===== config.mk =====
export PLATFORM = sky130hd
export DESIGN_NAME = rtd_estimator
export DESIGN_NICKNAME = d
export VERILOG_FILES = /design/src/rtl/rtd_pkg.sv /design/src/rtl/rtd_edge_detect.sv /design/src/rtl/rtd_coarse.sv /design/src/rtl/rtd_phase.sv /design/src/rtl/rtd_estimator.sv
export SDC_FILE = /design/constraint.sdc
export NUM_CORES = 1
export LEC_CHECK = 0
export ABC_AREA = 1
export BUFFER_PORTS_ARGS = -buffer_cell sky130_fd_sc_hd__buf_2
export CORE_MARGIN = 8
export CORE_UTILIZATION = 59
export CTS_BUF_LIST = sky130_fd_sc_hd__clkbuf_8
export DETAILED_ROUTE_END_ITERATION = 12
export MAX_ROUTING_LAYER = met4
export PLACE_DENSITY = 0.8
export SYNTH_ARGS = -nofsm -noshare
export SYNTH_HDL_FRONTEND = slang
export SYNTH_SLANG_ARGS = --single-unit

===== constraint.sdc =====
create_clock -name clk -period 1.9 [get_ports clk]
set_clock_uncertainty 0.05 [all_clocks]
set_input_delay 0.19 -clock clk [delete_from_list [all_inputs] [get_ports clk]]
set_output_delay 0.19 -clock clk [all_outputs]
set_load 0.01 [all_outputs]

===== src/rtl/rtd_pkg.sv =====
package rtd_pkg;
  localparam int unsigned SYM_REF_CYCLES = 192;
  localparam int unsigned COARSE_BITS    = 5;
  localparam int unsigned ELAS_BITS      = 3;

  typedef enum logic {
    SEL_DELAY = 1'b0,
    SEL_PHASE = 1'b1
  } rd_sel_e;
endpackage


===== src/rtl/rtd_edge_detect.sv =====
module rtd_edge_detect #(
  parameter int unsigned N = 2
) (
  input  logic         clk,
  input  logic         rst,
  input  logic [N-1:0] lvl,
  output logic [N-1:0] rise
);
  logic [N-1:0] lvl_q;

  always_ff @(posedge clk) begin
    if (rst) lvl_q <= '0;
    else     lvl_q <= lvl;
  end

  for (genvar i = 0; i < N; i++) begin : g_rise
    assign rise[i] = lvl[i] & ~lvl_q[i];
  end
endmodule


===== src/rtl/rtd_coarse.sv =====
module rtd_coarse #(
  parameter int unsigned CW = 5,
  parameter int unsigned EW = 3
) (
  input  logic          clk,
  input  logic          rst,
  input  logic          tx_sync,
  input  logic          rx_sync,
  input  logic          sym_edge,
  input  logic [EW-1:0] elas_fill,
  output logic [CW-1:0] coarse_q,
  output logic [EW-1:0] elas_q,
  output logic          valid_q
);
  localparam logic [CW-1:0] CMAX = '1;

  logic          busy;
  logic [CW-1:0] cnt;

  always_ff @(posedge clk) begin
    if (rst) begin
      busy     <= 1'b0;
      cnt      <= '0;
      coarse_q <= '0;
      elas_q   <= '0;
      valid_q  <= 1'b0;
    end else if (tx_sync) begin
      busy <= 1'b1;
      cnt  <= '0;
    end else if (busy) begin
      if (rx_sync) begin
        coarse_q <= cnt;
        elas_q   <= elas_fill;
        valid_q  <= 1'b1;
        busy     <= 1'b0;
      end else if (sym_edge) begin
        if (cnt == CMAX) begin
          busy    <= 1'b0;
          valid_q <= 1'b0;
        end else begin
          cnt <= cnt + 1'b1;
        end
      end
    end
  end
endmodule


===== src/rtl/rtd_phase.sv =====
module rtd_phase #(
  parameter int unsigned MOD = 192,
  parameter int unsigned PW  = 8
) (
  input  logic          clk,
  input  logic          rst,
  input  logic          tx_edge,
  input  logic          rx_edge,
  output logic [PW-1:0] phase_q
);
  localparam logic [PW-1:0] LAST = PW'(MOD - 1);

  logic          running;
  logic [PW-1:0] pcnt;
  logic [PW-1:0] pnext;

  assign pnext = (pcnt == LAST) ? '0 : pcnt + 1'b1;

  always_ff @(posedge clk) begin
    if (rst) begin
      running <= 1'b0;
      pcnt    <= '0;
      phase_q <= '0;
    end else if (tx_edge) begin
      pcnt    <= '0;
      running <= ~rx_edge;
      if (rx_edge) phase_q <= '0;
    end else if (running) begin
      if (rx_edge) begin
        phase_q <= pnext;
        running <= 1'b0;
      end else begin
        pcnt <= pnext;
      end
    end
  end
endmodule


===== src/rtl/rtd_estimator.sv =====
module rtd_estimator
  import rtd_pkg::*;
#(
  parameter int unsigned SYM_CYC = rtd_pkg::SYM_REF_CYCLES,
  parameter int unsigned CW      = rtd_pkg::COARSE_BITS,
  parameter int unsigned EW      = rtd_pkg::ELAS_BITS,
  localparam int unsigned PW     = $clog2(SYM_CYC),
  localparam int unsigned DW     = CW + EW,
  localparam int unsigned RW     = (DW > PW) ? DW : PW
) (
  input  logic          clk,
  input  logic          rst,
  input  logic          tx_sync,
  input  logic          rx_sync,
  input  logic          tx_sym_clk,
  input  logic          rx_sym_clk,
  input  logic [EW-1:0] elas_fill,
  input  logic          rd_sel,
  output logic [RW-1:0] rd_data,
  output logic          dly_valid
);
  logic [1:0]    rises;
  logic [CW-1:0] coarse_q;
  logic [EW-1:0] elas_q;
  logic [DW-1:0] dly_word;
  logic [PW-1:0] phase_word;

  rtd_edge_detect #(.N(2)) u_edges (
    .clk  (clk),
    .rst  (rst),
    .lvl  ({rx_sym_clk, tx_sym_clk}),
    .rise (rises)
  );

  rtd_coarse #(.CW(CW), .EW(EW)) u_coarse (
    .clk       (clk),
    .rst       (rst),
    .tx_sync   (tx_sync),
    .rx_sync   (rx_sync),
    .sym_edge  (rises[0]),
    .elas_fill (elas_fill),
    .coarse_q  (coarse_q),
    .elas_q    (elas_q),
    .valid_q   (dly_valid)
  );

  rtd_phase #(.MOD(SYM_CYC), .PW(PW)) u_phase (
    .clk     (clk),
    .rst     (rst),
    .tx_edge (rises[0]),
    .rx_edge (rises[1]),
    .phase_q (phase_word)
  );

  assign dly_word = {elas_q, coarse_q};

  always_ff @(posedge clk) begin
    if (rst) begin
      rd_data <= '0;
    end else begin
      case (rd_sel_e'(rd_sel))
        SEL_PHASE: rd_data <= RW'(phase_word);
        default:   rd_data <= RW'(dly_word);
      endcase
    end
  end
endmodule


== Word level (Yosys, flattened, before mapping) ==
Index checks and enable logic that the tools add are counted.
Word-level totals
  word-level logic and storage cells: 49
  register bits: 42
Cells by class
  equality and inequality tests: 2
  reduce and logical (&&, ||, !) cells: 10
  bitwise gates (word level): 8
  mux-type cells: 17
  add/sub/neg operators: 2
Operators with widths (count)
  8-bit 2-to-1 mux: 6
  1-bit 2-to-1 mux: 11
  8-bit by 1-bit adder with 8-bit output, second input constant: 1
  8-bit == test, second input constant: 1
  4-bit AND reduction: 2
  1-bit inverter: 6
  2-bit nonzero test: 3
  5-bit by 1-bit adder with 5-bit output, second input constant: 1
  5-bit == test, second input constant: 1
  2-bit AND reduction: 2
  2-bit OR reduction: 2
  3-bit AND reduction: 1
  1-bit AND: 2

== Longest topological paths before layout ==
Gate-level depths: netlist (run 1).
  depth in word-level cells: 6
  mapped depth: 9
  gate-level depth less buffers: 9

== Cells and area by module ==
From an unflattened synthesis (run 1), not the netlist that was laid out.
Second synthesis, totals
  cells, all modules: 251
  area total of the unflattened synthesis: 1855.5 sq um
By module, submodules not included
  rtd_phase: cells an instance 107, seq. area each 340.3 sq um, area each 798.3 sq um, instances 1
  rtd_coarse: cells an instance 85, seq. area each 300.3 sq um, area each 653.1 sq um, instances 1
  rtd_estimator: cells an instance 51, seq. area each 160.2 sq um, area each 341.6 sq um, instances 1
  rtd_edge_detect: cells an instance 8, seq. area each 40.0 sq um, area each 62.6 sq um, instances 1

== Least setup slack after synthesis (run 1) ==
Ideal clock, no wire load.
  kind: reg-to-reg
  start point: reg u_coarse.cnt[0]
  end point: reg u_coarse.cnt[0]
  data required time: 1.792 ns
  slack: 0.404 ns
  library setup time: 0.058 ns
  arrival time: 1.388 ns
  cell stages (with the launch flop): 10
  path buffers: 0
  cells stage by stage: dfxtp_1 > ha_1 > inv_1 > nor3_1 > ha_1 > nor2_1 > nand3_1 > inv_1 > a21oi_1 > o21a_1
On the way
  cells in the longest elaborated chain, start to end: 3
  elaborated cells on any way between the ends: 4
Ends and longest elaborated chain
  from (decl): RTL line rtd_coarse.sv:18  | logic [CW-1:0] cnt;
  from (signal assigned): RTL line rtd_coarse.sv:41  | cnt <= cnt + 1'b1;
  branches (longest 3 deep; another with 5-bit by 1-bit adder with 5-bit output)
Parallel ways; which one is timed is not known.
A chain may end at the register's enable or synchronous reset.

== Worst setup path after layout (run 1) ==
Same ends and word-level chain as after synthesis.

==> impl_metrics.env, run 1 <==
export IMPL_clock_fmax_mhz=604
export IMPL_gr_total_overflow=0
export IMPL_p_per_area_nw_per_um2=888
export IMPL_grt_pass1_wl_um=5470
export IMPL_cts_root_buf="clkbuf_8"
export IMPL_dieWidth_um=69.6
export IMPL_cp_start_kind="register"
export IMPL_io_pins=19
export IMPL_rsz0062_at_grt="false"
export IMPL_synthArstFlopShare=0
export IMPL_drt_iter0_drc=93
export IMPL_cts_buffers=5
export IMPL_drc=0
export IMPL_cts_tree="built"
export IMPL_crit_slowest_cell="dfxtp_1"
export IMPL_path_clk_slew_ns=0.07
export IMPL_synthesis_area_um2=1700
export IMPL_setup_violations=0
export IMPL_final_antenna_net_count=0
export IMPL_htree_levels=2
export IMPL_dr_pass1_iters=4
export IMPL_grt_use_total=0.138
export IMPL_rr_worst_depth=9
export IMPL_ys_types=22
export IMPL_postCtsHoldBufs=0
export IMPL_hold_depth=3
export IMPL_die_h_um=69.6
export IMPL_crit_chain="ha_1 -> inv_1 -> nor3_1 -> ha_1 -> nor2_1 -> nand3_1 -> inv_1 -> a21oi_1 -> o21a_1"
export IMPL_r2r_end="u_coarse.cnt[0]$_SDFFE_PP0P_"
export IMPL_report_final_slew_viol_count=0
export IMPL_cap_violations=0
export IMPL_clk_path_buf_depth=2
export IMPL_clock_latency_ns=0.29
export IMPL_portBuffers=18
export IMPL_drive_gt1_frac=0.128
export IMPL_cp_max_fo=6
export IMPL_tns_ns=0
export IMPL_synth_edf_count=0
export IMPL_die_area_um2=4850
export IMPL_nets=254
export IMPL_cts_resized=0
export IMPL_relSlewSlack=0.669
export IMPL_yosysWarnings=0
export IMPL_grt_max_degree=18
export IMPL_syn_nets=233
export IMPL_grt_antenna_before_repair=0
export IMPL_r2r_start="u_coarse.cnt[0]$_SDFFE_PP0P_"
export IMPL_gp_congestion=0.855
export IMPL_cpPeakStageDelay_ns=0.38
export IMPL_final_cells=273
export IMPL_cp_end_kind="register"
export IMPL_tightest_slew_ns=0.496
export IMPL_dp_cells=265
export IMPL_wire_per_inst_um=11.4
export IMPL_min_to="u_edges.lvl_q[0]$_SDFF_PP0_"
export IMPL_total_power_uw=1710
export IMPL_worst_path_buf_inv=2
export IMPL_outcome="completed"
export IMPL_crit_family="flip-flops"
export IMPL_start_util=0.616
export IMPL_coreArea_um2=2760
export IMPL_vdd_ir_drop_worst_uv=823
export IMPL_fin_crit_sh=0.871
export IMPL_fill_cells=241
export IMPL_min_from="tx_sym_clk"
export IMPL_area_delta_synth_final_pct=13.3
export IMPL_crit_type="reg -> reg"
export IMPL_rrSetupSlack_ns=0.24
export IMPL_viasPerCell=5.22
export IMPL_arrival_ns=1.85
export IMPL_vias=1426
export IMPL_wl_um=3120
export IMPL_post_cts_setup_buffer_count=0
export IMPL_finalWorstPathRequiredPeriod_ns=1.66
export IMPL_ys_seq_elements=42
export IMPL_grt_pass1_vias=1336
export IMPL_final_hold_viol_count=0
export IMPL_hold_class="in -> reg"
export IMPL_synthCells=220
export IMPL_numClockSinks=42
export IMPL_hpwl_um=2230
export IMPL_avgSynthCellArea_um2=7.72
export IMPL_antennaDiodeCount=0
export IMPL_ys_flop_type="dfxtp_1"
export IMPL_seq_area_frac_synth=0.495
export IMPL_cp_required_ns=2.09
export IMPL_p_leak_uw=0.000798
export IMPL_core_rowCount=19
worst register-to-register path, stage by stage (launching register included):
cell and delay (ns):
dfxtp_1 0.38, ha_1 0.18, inv_1 0.06, nor3_1 0.15, ha_1 0.20, nor2_1 0.04
nand3_1 0.16, inv_1 0.12, a21oi_1 0.14, o21a_1 0.12
report_power, final:
group	total [uW]	internal [uW]	switching, uW	leakage [uW]
clock	676	386	290	0.0000556
combinational	112	39.1	72.6	0.000400
sequential	921	907	13.7	0.000342
total	1710	1330	376	0.000798
per-stage QoR:
step / setup WS, ns / hold slack (ns) / util / area [um2]
6_report: 0.245 / 0.0654 / 0.697 / 1920
3_3_place_gp: 0.317 / 0.357 / 0.657 / 1810
5_1_grt: 0.0238 / 0.0679 / 0.697 / 1920
2_1_floorplan: 0.404 / 0.209 / - / 1700
4_1_cts: 0.228 / 0.0510 / 0.697 / 1920
3_5_place_dp: 0.250 / 0.366 / 0.657 / 1810
how the worst max path moves through the flow:
stage,from,end,slack (ns),depth (start not counted)
CTS,u_coarse.cnt[0]$_SDFFE_PP0P_,u_coarse.cnt[0]$_SDFFE_PP0P_,0.23,9
detailed placement,u_coarse.cnt[0]$_SDFFE_PP0P_,u_coarse.cnt[0]$_SDFFE_PP0P_,0.25,9
finish,u_coarse.cnt[0]$_SDFFE_PP0P_,u_coarse.cnt[0]$_SDFFE_PP0P_,0.24,9
floorplan,u_coarse.cnt[0]$_SDFFE_PP0P_,u_coarse.cnt[0]$_SDFFE_PP0P_,0.40,9
global route,u_coarse.cnt[0]$_SDFFE_PP0P_,u_coarse.cnt[2]$_SDFFE_PP0P_,0.02,9
global placement,u_coarse.cnt[0]$_SDFFE_PP0P_,u_coarse.cnt[2]$_SDFFE_PP0P_,0.32,9
flip-flops by register name (all words and copies together), names as in the netlist:
register,flops
u_coarse.elas_q,3
u_coarse.valid_q,1
u_phase.running,1
u_edges.lvl_q,2
u_phase.phase_q,8
u_coarse.busy,1
u_phase.pcnt,8
rd_data,8
u_coarse.cnt,5
u_coarse.coarse_q,5
layout make-up:
cell class                      instances  area [um2]  share of cell area
Sequential cell                        42         841               0.437
Multi-Input combinational cell        144         727               0.378
Inverter                               29         109              0.0566
Timing Repair Buffer                   19        97.6              0.0507
Clock buffer                            5        68.8              0.0358
Clock inverter                          3        41.3              0.0215
Tap cell                               31        38.8              0.0202
Yosys cell counts, types with 2 or more instances:
library cell,number,area share
ha_1,3,0.022
nand4_1,2,0.0074
a21oi_1,33,0.097
nor2_1,21,0.046
clkbuf_1,2,0.0044
inv_1,29,0.064
nand3_1,13,0.038
o21ai_0,28,0.083
nor3_1,5,0.015
nand2_1,27,0.060
dfxtp_1,42,0.50
buf_2,2,0.0059
o21a_1,2,0.0088
nor2_4,2,0.013
xor2_1,2,0.010
cells in the final DEF, fill, tap and decap left out, drive strengths merged, types with 3 or more instances in the layout:
cell type   n
a21oi      33
buf        19
clkbuf      5
dfxtp      42
ha          3
inv        30
nand2      28
nand3      14
nor2       24
nor3        5
o21ai      28
logic make-up after synthesis:
kind of cell	after synthesis	synth area share
simple gates	74	0.197
compound gates	64	0.193
flops	42	0.495
buf+inv	34	0.0766
xor+xnor	3	0.0155
fa+ha+maj	3	0.0221
layer usage:
metal	GRT usage	vias to the layer above	part of all wire
met4	0.0670	0	0.014
met1	0.153	636	0.49
met3	0.0501	5	0.039
met5	-	-	0
li1	-	760	-
met2	0.216	25	0.46
(Power assumes the default switching activity.)
==> inputs of run 2 (changes only) <==
--- a/config.mk
+++ b/config.mk
@@ -8,11 +8,10 @@
 export ABC_AREA = 1
 export BUFFER_PORTS_ARGS = -buffer_cell sky130_fd_sc_hd__buf_2
 export CORE_MARGIN = 8
-export CORE_UTILIZATION = 59
+export CORE_UTILIZATION = 44
 export CTS_BUF_LIST = sky130_fd_sc_hd__clkbuf_8
 export DETAILED_ROUTE_END_ITERATION = 12
 export MAX_ROUTING_LAYER = met4
-export PLACE_DENSITY = 0.8
 export SYNTH_ARGS = -nofsm -noshare
 export SYNTH_HDL_FRONTEND = slang
 export SYNTH_SLANG_ARGS = --single-unit
==> run 2 against run 1 <==
Against the previous run: sequential cell count is the same; clock power is 16% lower; die area grew 26%; power fell by 6.2%; worst setup slack worse by 0.028 ns; worst hold slack worse by 0.0035 ns; critical path type unchanged; largest cell class unchanged; largest power group unchanged.
==> impl_metrics.env, run 2 (synthesis results as in run 1) <==
export IMPL_relSlewSlack=0.661
export IMPL_finalWorstPathRequiredPeriod_ns=1.68
export IMPL_crit_family="flip-flops"
export IMPL_worstSetupEndpoint="u_coarse.cnt[0]$_SDFFE_PP0P_"
export IMPL_clock_latency_ns=0.29
export IMPL_p_leak_uw=0.000787
export IMPL_core_rowCount=22
export IMPL_grt_antenna_before_repair=0
export IMPL_post_route_util=0.522
export IMPL_antennaDiodeCount=0
export IMPL_drc=0
export IMPL_cp_max_fo=6
export IMPL_dieWidth_um=78.1
export IMPL_dp_cells=282
export IMPL_vias=1447
export IMPL_tns_ns=0
export IMPL_nets=254
export IMPL_final_common_cell="dfxtp_1"
export IMPL_wl_um=3390
export IMPL_start_util=0.460
export IMPL_regArea_um2=841
export IMPL_cap_violations=0
export IMPL_drive_gt1_frac=0.132
export IMPL_grt_pass1_vias=1388
export IMPL_r2r_end="u_coarse.cnt[0]$_SDFFE_PP0P_"
export IMPL_final_cells=290
export IMPL_io_pins=19
export IMPL_p_sw_frac=0.249
export IMPL_arrival_ns=1.88
export IMPL_cts_tree="built"
export IMPL_wire_per_inst_um=11.7
export IMPL_gp_congestion=0.818
export IMPL_crit_slowest_cell="dfxtp_1"
export IMPL_fin_crit_sh=0.886
export IMPL_viasPerCell=4.99
export IMPL_p_per_area_nw_per_um2=833
export IMPL_wl_met1_um=1660
export IMPL_die_area_um2=6100
export IMPL_wl_met3_um=176
export IMPL_tightest_slew_ns=0.508
export IMPL_drt_iter0_drc=125
export IMPL_reg_top3="rd_data x8, u_phase.pcnt x8, u_phase.phase_q x8"
export IMPL_final_antenna_net_count=0
export IMPL_internal_power_uw=1200
export IMPL_pwr_share_clk=0.355
export IMPL_multi_input_area_um2=727
export IMPL_layout_common_cells="dfxtp_1 (42), a21oi_1 (33), inv_1 (29), o21ai_0 (28), nand2_1 (27)"
export IMPL_report_final_slew_viol_count=0
export IMPL_clock_fmax_mhz=594
export IMPL_hpwl_um=2420
export IMPL_cp_start_kind="register"
export IMPL_grt_use_total=0.121
export IMPL_worst_path_buf_inv=2
export IMPL_p_sw_uw=398
export IMPL_crit_chain="ha_1 -> inv_1 -> nor3_1 -> ha_1 -> nor2_1 -> nand3_1 -> inv_1 -> a21oi_1 -> o21a_1"
export IMPL_dr_pass1_iters=4
export IMPL_setup_violations=0
export IMPL_portBuffers=18
export IMPL_fill_cells=388
export IMPL_clk_path_buf_depth=2
export IMPL_post_cts_setup_buffer_count=0
export IMPL_outcome="completed"
export IMPL_top_layer_used="met4"
export IMPL_rrSetupSlack_ns=0.22
export IMPL_r2r_start="u_coarse.cnt[0]$_SDFFE_PP0P_"
export IMPL_cp_required_ns=2.09
export IMPL_crit_type="reg -> reg"
export IMPL_pwr_share_seq=0.575
export IMPL_numClockSinks=42
export IMPL_hold_class="in -> reg"
export IMPL_die_h_um=78.1
export IMPL_postCtsHoldBufs=0
export IMPL_grt_pass1_wl_um=5930
export IMPL_cts_resized=0
export IMPL_vdd_ir_drop_worst_uv=493
export IMPL_cp_end_kind="register"
export IMPL_gr_total_overflow=0
export IMPL_cpPeakStageDelay_ns=0.40
export IMPL_area_delta_synth_final_pct=13.3
export IMPL_grt_max_degree=18
export IMPL_rsz0062_at_grt="false"
export IMPL_path_clk_slew_ns=0.08
export IMPL_rr_worst_depth=9
export IMPL_p_comb_frac=0.071
export IMPL_crit_start="u_coarse.cnt[0]$_SDFFE_PP0P_"
export IMPL_final_hold_viol_count=0
export IMPL_met2_wirelength_um=1510
export IMPL_coreArea_um2=3690
export IMPL_cts_buffers=5
export IMPL_cts_root_buf="clkbuf_8"
export IMPL_htree_levels=2
export IMPL_cp_num_cells=9
==> run 2: stage by stage <==
step | setup slack [ns] | total power, uW | hold slack, ns | cell area, um2
after floorplan | 0.404 | 1020 | 0.209 | 1700
final | 0.217 | 1600 | 0.0619 | 1920
after CTS | 0.205 | 1630 | 0.0488 | 1920
after detailed placement | 0.224 | 1060 | 0.365 | 1830
after global placement | 0.287 | 1060 | 0.357 | 1830
after global routing | 0.0913 | 1690 | 0.0474 | 1920
==> run 2: worst min-delay path by stage <==
stage,cells after the start,end,startpoint,slack (ns)
2_1_floorplan,1,u_coarse.valid_q$_SDFFE_PP0P_,rst,0.21
6_report,3,u_edges.lvl_q[0]$_SDFF_PP0_,tx_sym_clk,0.06
4_1_cts,3,u_edges.lvl_q[0]$_SDFF_PP0_,tx_sym_clk,0.05
5_1_grt,3,u_edges.lvl_q[0]$_SDFF_PP0_,tx_sym_clk,0.05
3_5_place_dp,3,u_edges.lvl_q[0]$_SDFF_PP0_,tx_sym_clk,0.36
3_3_place_gp,3,u_edges.lvl_q[0]$_SDFF_PP0_,tx_sym_clk,0.36
==> run 2: layout make-up <==
| cell class | count | share of cell area |
|---|---|---|
| inverter | 29 | 0.0566 |
| sequential | 42 | 0.437 |
| timing repair buffer | 19 | 0.0507 |
| clock inverter | 3 | 0.0111 |
| tap | 48 | 0.0312 |
| clock buffer | 5 | 0.0358 |
| multi-input combinational | 144 | 0.378 |
==> run 2: power groups by stage <==
stage	combinational [uW]	sequential (uW)	clock [uW]
2_1_floorplan	72.1	944	0
3_3_place_gp	114	941	0
3_5_place_dp	115	942	0
4_1_cts	115	921	595
5_1_grt	132	925	631
6_report	113	921	569
==> run 2: metal layers <==
metal  vias up  track usage
li1        765            -
met1       653        0.142
met2        24        0.188
met3         5       0.0467
met4         0       0.0389
met5         -            -
==> run 2: worst register-to-register path, cell delays in order (launching register included) <==
cell,delay [ns]
dfxtp_1,0.40
ha_1,0.19
inv_1,0.06
nor3_1,0.15
ha_1,0.19
nor2_1,0.04
nand3_1,0.16
inv_1,0.12
a21oi_1,0.14
o21a_1,0.13
==> inputs of run 3 (changes only) <==
--- a/config.mk
+++ b/config.mk
@@ -8,10 +8,11 @@
 export ABC_AREA = 1
 export BUFFER_PORTS_ARGS = -buffer_cell sky130_fd_sc_hd__buf_2
 export CORE_MARGIN = 8
-export CORE_UTILIZATION = 44
+export CORE_UTILIZATION = 59
 export CTS_BUF_LIST = sky130_fd_sc_hd__clkbuf_8
 export DETAILED_ROUTE_END_ITERATION = 12
 export MAX_ROUTING_LAYER = met4
+export PLACE_DENSITY = 0.9
 export SYNTH_ARGS = -nofsm -noshare
 export SYNTH_HDL_FRONTEND = slang
 export SYNTH_SLANG_ARGS = --single-unit
==> run 3 against run 2 <==
Against the previous run: worst hold slack improved by 0.0011 ns; die area is 21% lower; register-to-register slack about the same; critical path type unchanged.
==> impl_metrics.env, run 3 (synthesis results as in run 1) <==
export IMPL_outcome="completed"
export IMPL_regArea_um2=841
export IMPL_total_power_uw=1710
export IMPL_grt_antenna_before_repair=0
export IMPL_pwr_share_seq=0.538
export IMPL_wl_um=3260
export IMPL_area_delta_synth_final_pct=13.3
export IMPL_hold_class="in -> reg"
export IMPL_wire_per_inst_um=12.0
export IMPL_p_leak_uw=0.000798
export IMPL_fin_crit_sh=0.881
export IMPL_p_comb_frac=0.066
export IMPL_clock_latency_ns=0.29
export IMPL_viasPerCell=5.45
export IMPL_coreArea_um2=2760
export IMPL_dr_pass1_iters=4
export IMPL_core_rowCount=19
export IMPL_gp_congestion=0.823
export IMPL_nets=254
export IMPL_die_h_um=69.6
export IMPL_path_clk_slew_ns=0.08
export IMPL_grt_use_total=0.143
export IMPL_pwr_share_clk=0.395
export IMPL_min_from="tx_sym_clk"
export IMPL_tightest_slew_ns=0.531
export IMPL_reg_top3="rd_data x8, u_phase.pcnt x8, u_phase.phase_q x8"
export IMPL_rrSetupSlack_ns=0.23
export IMPL_vias=1487
export IMPL_clock_fmax_mhz=597
export IMPL_hpwl_um=2310
export IMPL_fill_cells=222
export IMPL_crit_start="u_coarse.cnt[0]$_SDFFE_PP0P_"
export IMPL_drt_iter0_drc=108
export IMPL_final_hold_viol_count=0
export IMPL_gr_total_overflow=0
export IMPL_cts_buffers=5
export IMPL_r2r_end="u_coarse.cnt[0]$_SDFFE_PP0P_"
export IMPL_cp_max_fo=6
export IMPL_report_final_slew_viol_count=0
export IMPL_hold_depth=3
export IMPL_dieWidth_um=69.6
export IMPL_cap_violations=0
export IMPL_setup_violations=0
export IMPL_grt_pass1_vias=1484
export IMPL_p_per_area_nw_per_um2=890
export IMPL_cp_num_cells=9
export IMPL_cp_end_kind="register"
export IMPL_r2r_start="u_coarse.cnt[0]$_SDFFE_PP0P_"
export IMPL_cts_root_buf="clkbuf_8"
export IMPL_p_sw_uw=379
export IMPL_p_sw_frac=0.221
export IMPL_multi_input_area_um2=727
export IMPL_finalWorstPathRequiredPeriod_ns=1.67
export IMPL_clk_path_buf_depth=2
export IMPL_rsz0062_at_grt="false"
export IMPL_crit_family="flip-flops"
export IMPL_arrival_ns=1.86
export IMPL_die_area_um2=4850
export IMPL_numClockSinks=42
export IMPL_grt_pass1_wl_um=5860
export IMPL_io_pins=19
export IMPL_tns_ns=0
export IMPL_htree_levels=2
export IMPL_final_common_cell="dfxtp_1"
export IMPL_final_antenna_net_count=0
export IMPL_cpPeakStageDelay_ns=0.40
export IMPL_crit_chain="ha_1 -> inv_1 -> nor3_1 -> ha_1 -> nor2_1 -> nand3_1 -> inv_1 -> a21oi_1 -> o21a_1"
export IMPL_antennaDiodeCount=0
export IMPL_portBuffers=18
export IMPL_layout_common_cells="dfxtp_1 (42), a21oi_1 (33), inv_1 (30), o21ai_0 (28), nand2_1 (27)"
export IMPL_drc=0
export IMPL_vdd_ir_drop_worst_uv=693
export IMPL_rr_worst_depth=9
export IMPL_start_util=0.616
export IMPL_cp_required_ns=2.09
export IMPL_internal_power_uw=1330
export IMPL_worst_path_buf_inv=2
export IMPL_cp_start_kind="register"
export IMPL_post_cts_setup_buffer_count=0
export IMPL_cts_tree="built"
export IMPL_grt_max_degree=18
export IMPL_drive_gt1_frac=0.128
export IMPL_crit_type="reg -> reg"
export IMPL_postCtsHoldBufs=0
export IMPL_crit_slowest_cell="dfxtp_1"
export IMPL_min_to="u_edges.lvl_q[0]$_SDFF_PP0_"
export IMPL_cts_resized=0
export IMPL_relSlewSlack=0.646
==> run 3: cell types whose count changed in the layout (fill, tap and decap cells not counted) <==
cell | previous run | this run
bufinv_16 | 0 | 1
inv_1 | 29 | 30
clkinv_4 | 1 | 0
clkinv_2 | 1 | 0
==> run 3: how the worst max path moves through the flow <==
stage                                   end  slack [ns]
6_report       u_coarse.cnt[0]$_SDFFE_PP0P_        0.23
5_1_grt        u_coarse.cnt[2]$_SDFFE_PP0P_       0.009
4_1_cts        u_coarse.cnt[0]$_SDFFE_PP0P_        0.20
3_5_place_dp   u_coarse.cnt[0]$_SDFFE_PP0P_        0.22
3_3_place_gp   u_coarse.cnt[0]$_SDFFE_PP0P_        0.32
2_1_floorplan  u_coarse.cnt[0]$_SDFFE_PP0P_        0.40
==> run 3: cell type report <==
class                      instances  share of cell area
clock inverter                     3              0.0215
timing repair buffer              19              0.0507
inverter                          29              0.0566
multi-input combinational        144               0.378
tap                               31              0.0202
clock buffer                       5              0.0358
sequential                        42               0.437
==> run 3: layer usage <==
metal	track usage	vias up	share of wire
li1	-	766	-
met1	0.155	693	0.45
met2	0.239	23	0.49
met3	0.0372	5	0.039
met4	0.0714	0	0.016
met5	-	-	0
==> run 3: tightest hold or removal path, stage by stage <==
cell    delay (ns)
buf_2         0.10
inv_1         0.04
nor2_1        0.03
==> run 3: per-stage QoR <==
stage	hold slack (ns)	util	cells	instance area [um2]	setup WS (ns)
final	0.0630	0.697	273	1920	0.225
after global routing	0.0572	0.697	273	1920	0.00859
after CTS	0.0568	0.697	273	1920	0.202
after detailed placement	0.362	0.657	265	1810	0.223
after global placement	0.357	0.657	265	1810	0.323
after floorplan	0.209	-	220	1700	0.404
==> run 3: power by group through the flow <==
stage	registers [uW]	clock network, uW	logic, uW
finish	921	676	114
global route	924	721	130
CTS	921	690	114
detailed placement	942	0	113
global placement	940	0	110
floorplan	944	0	72.1
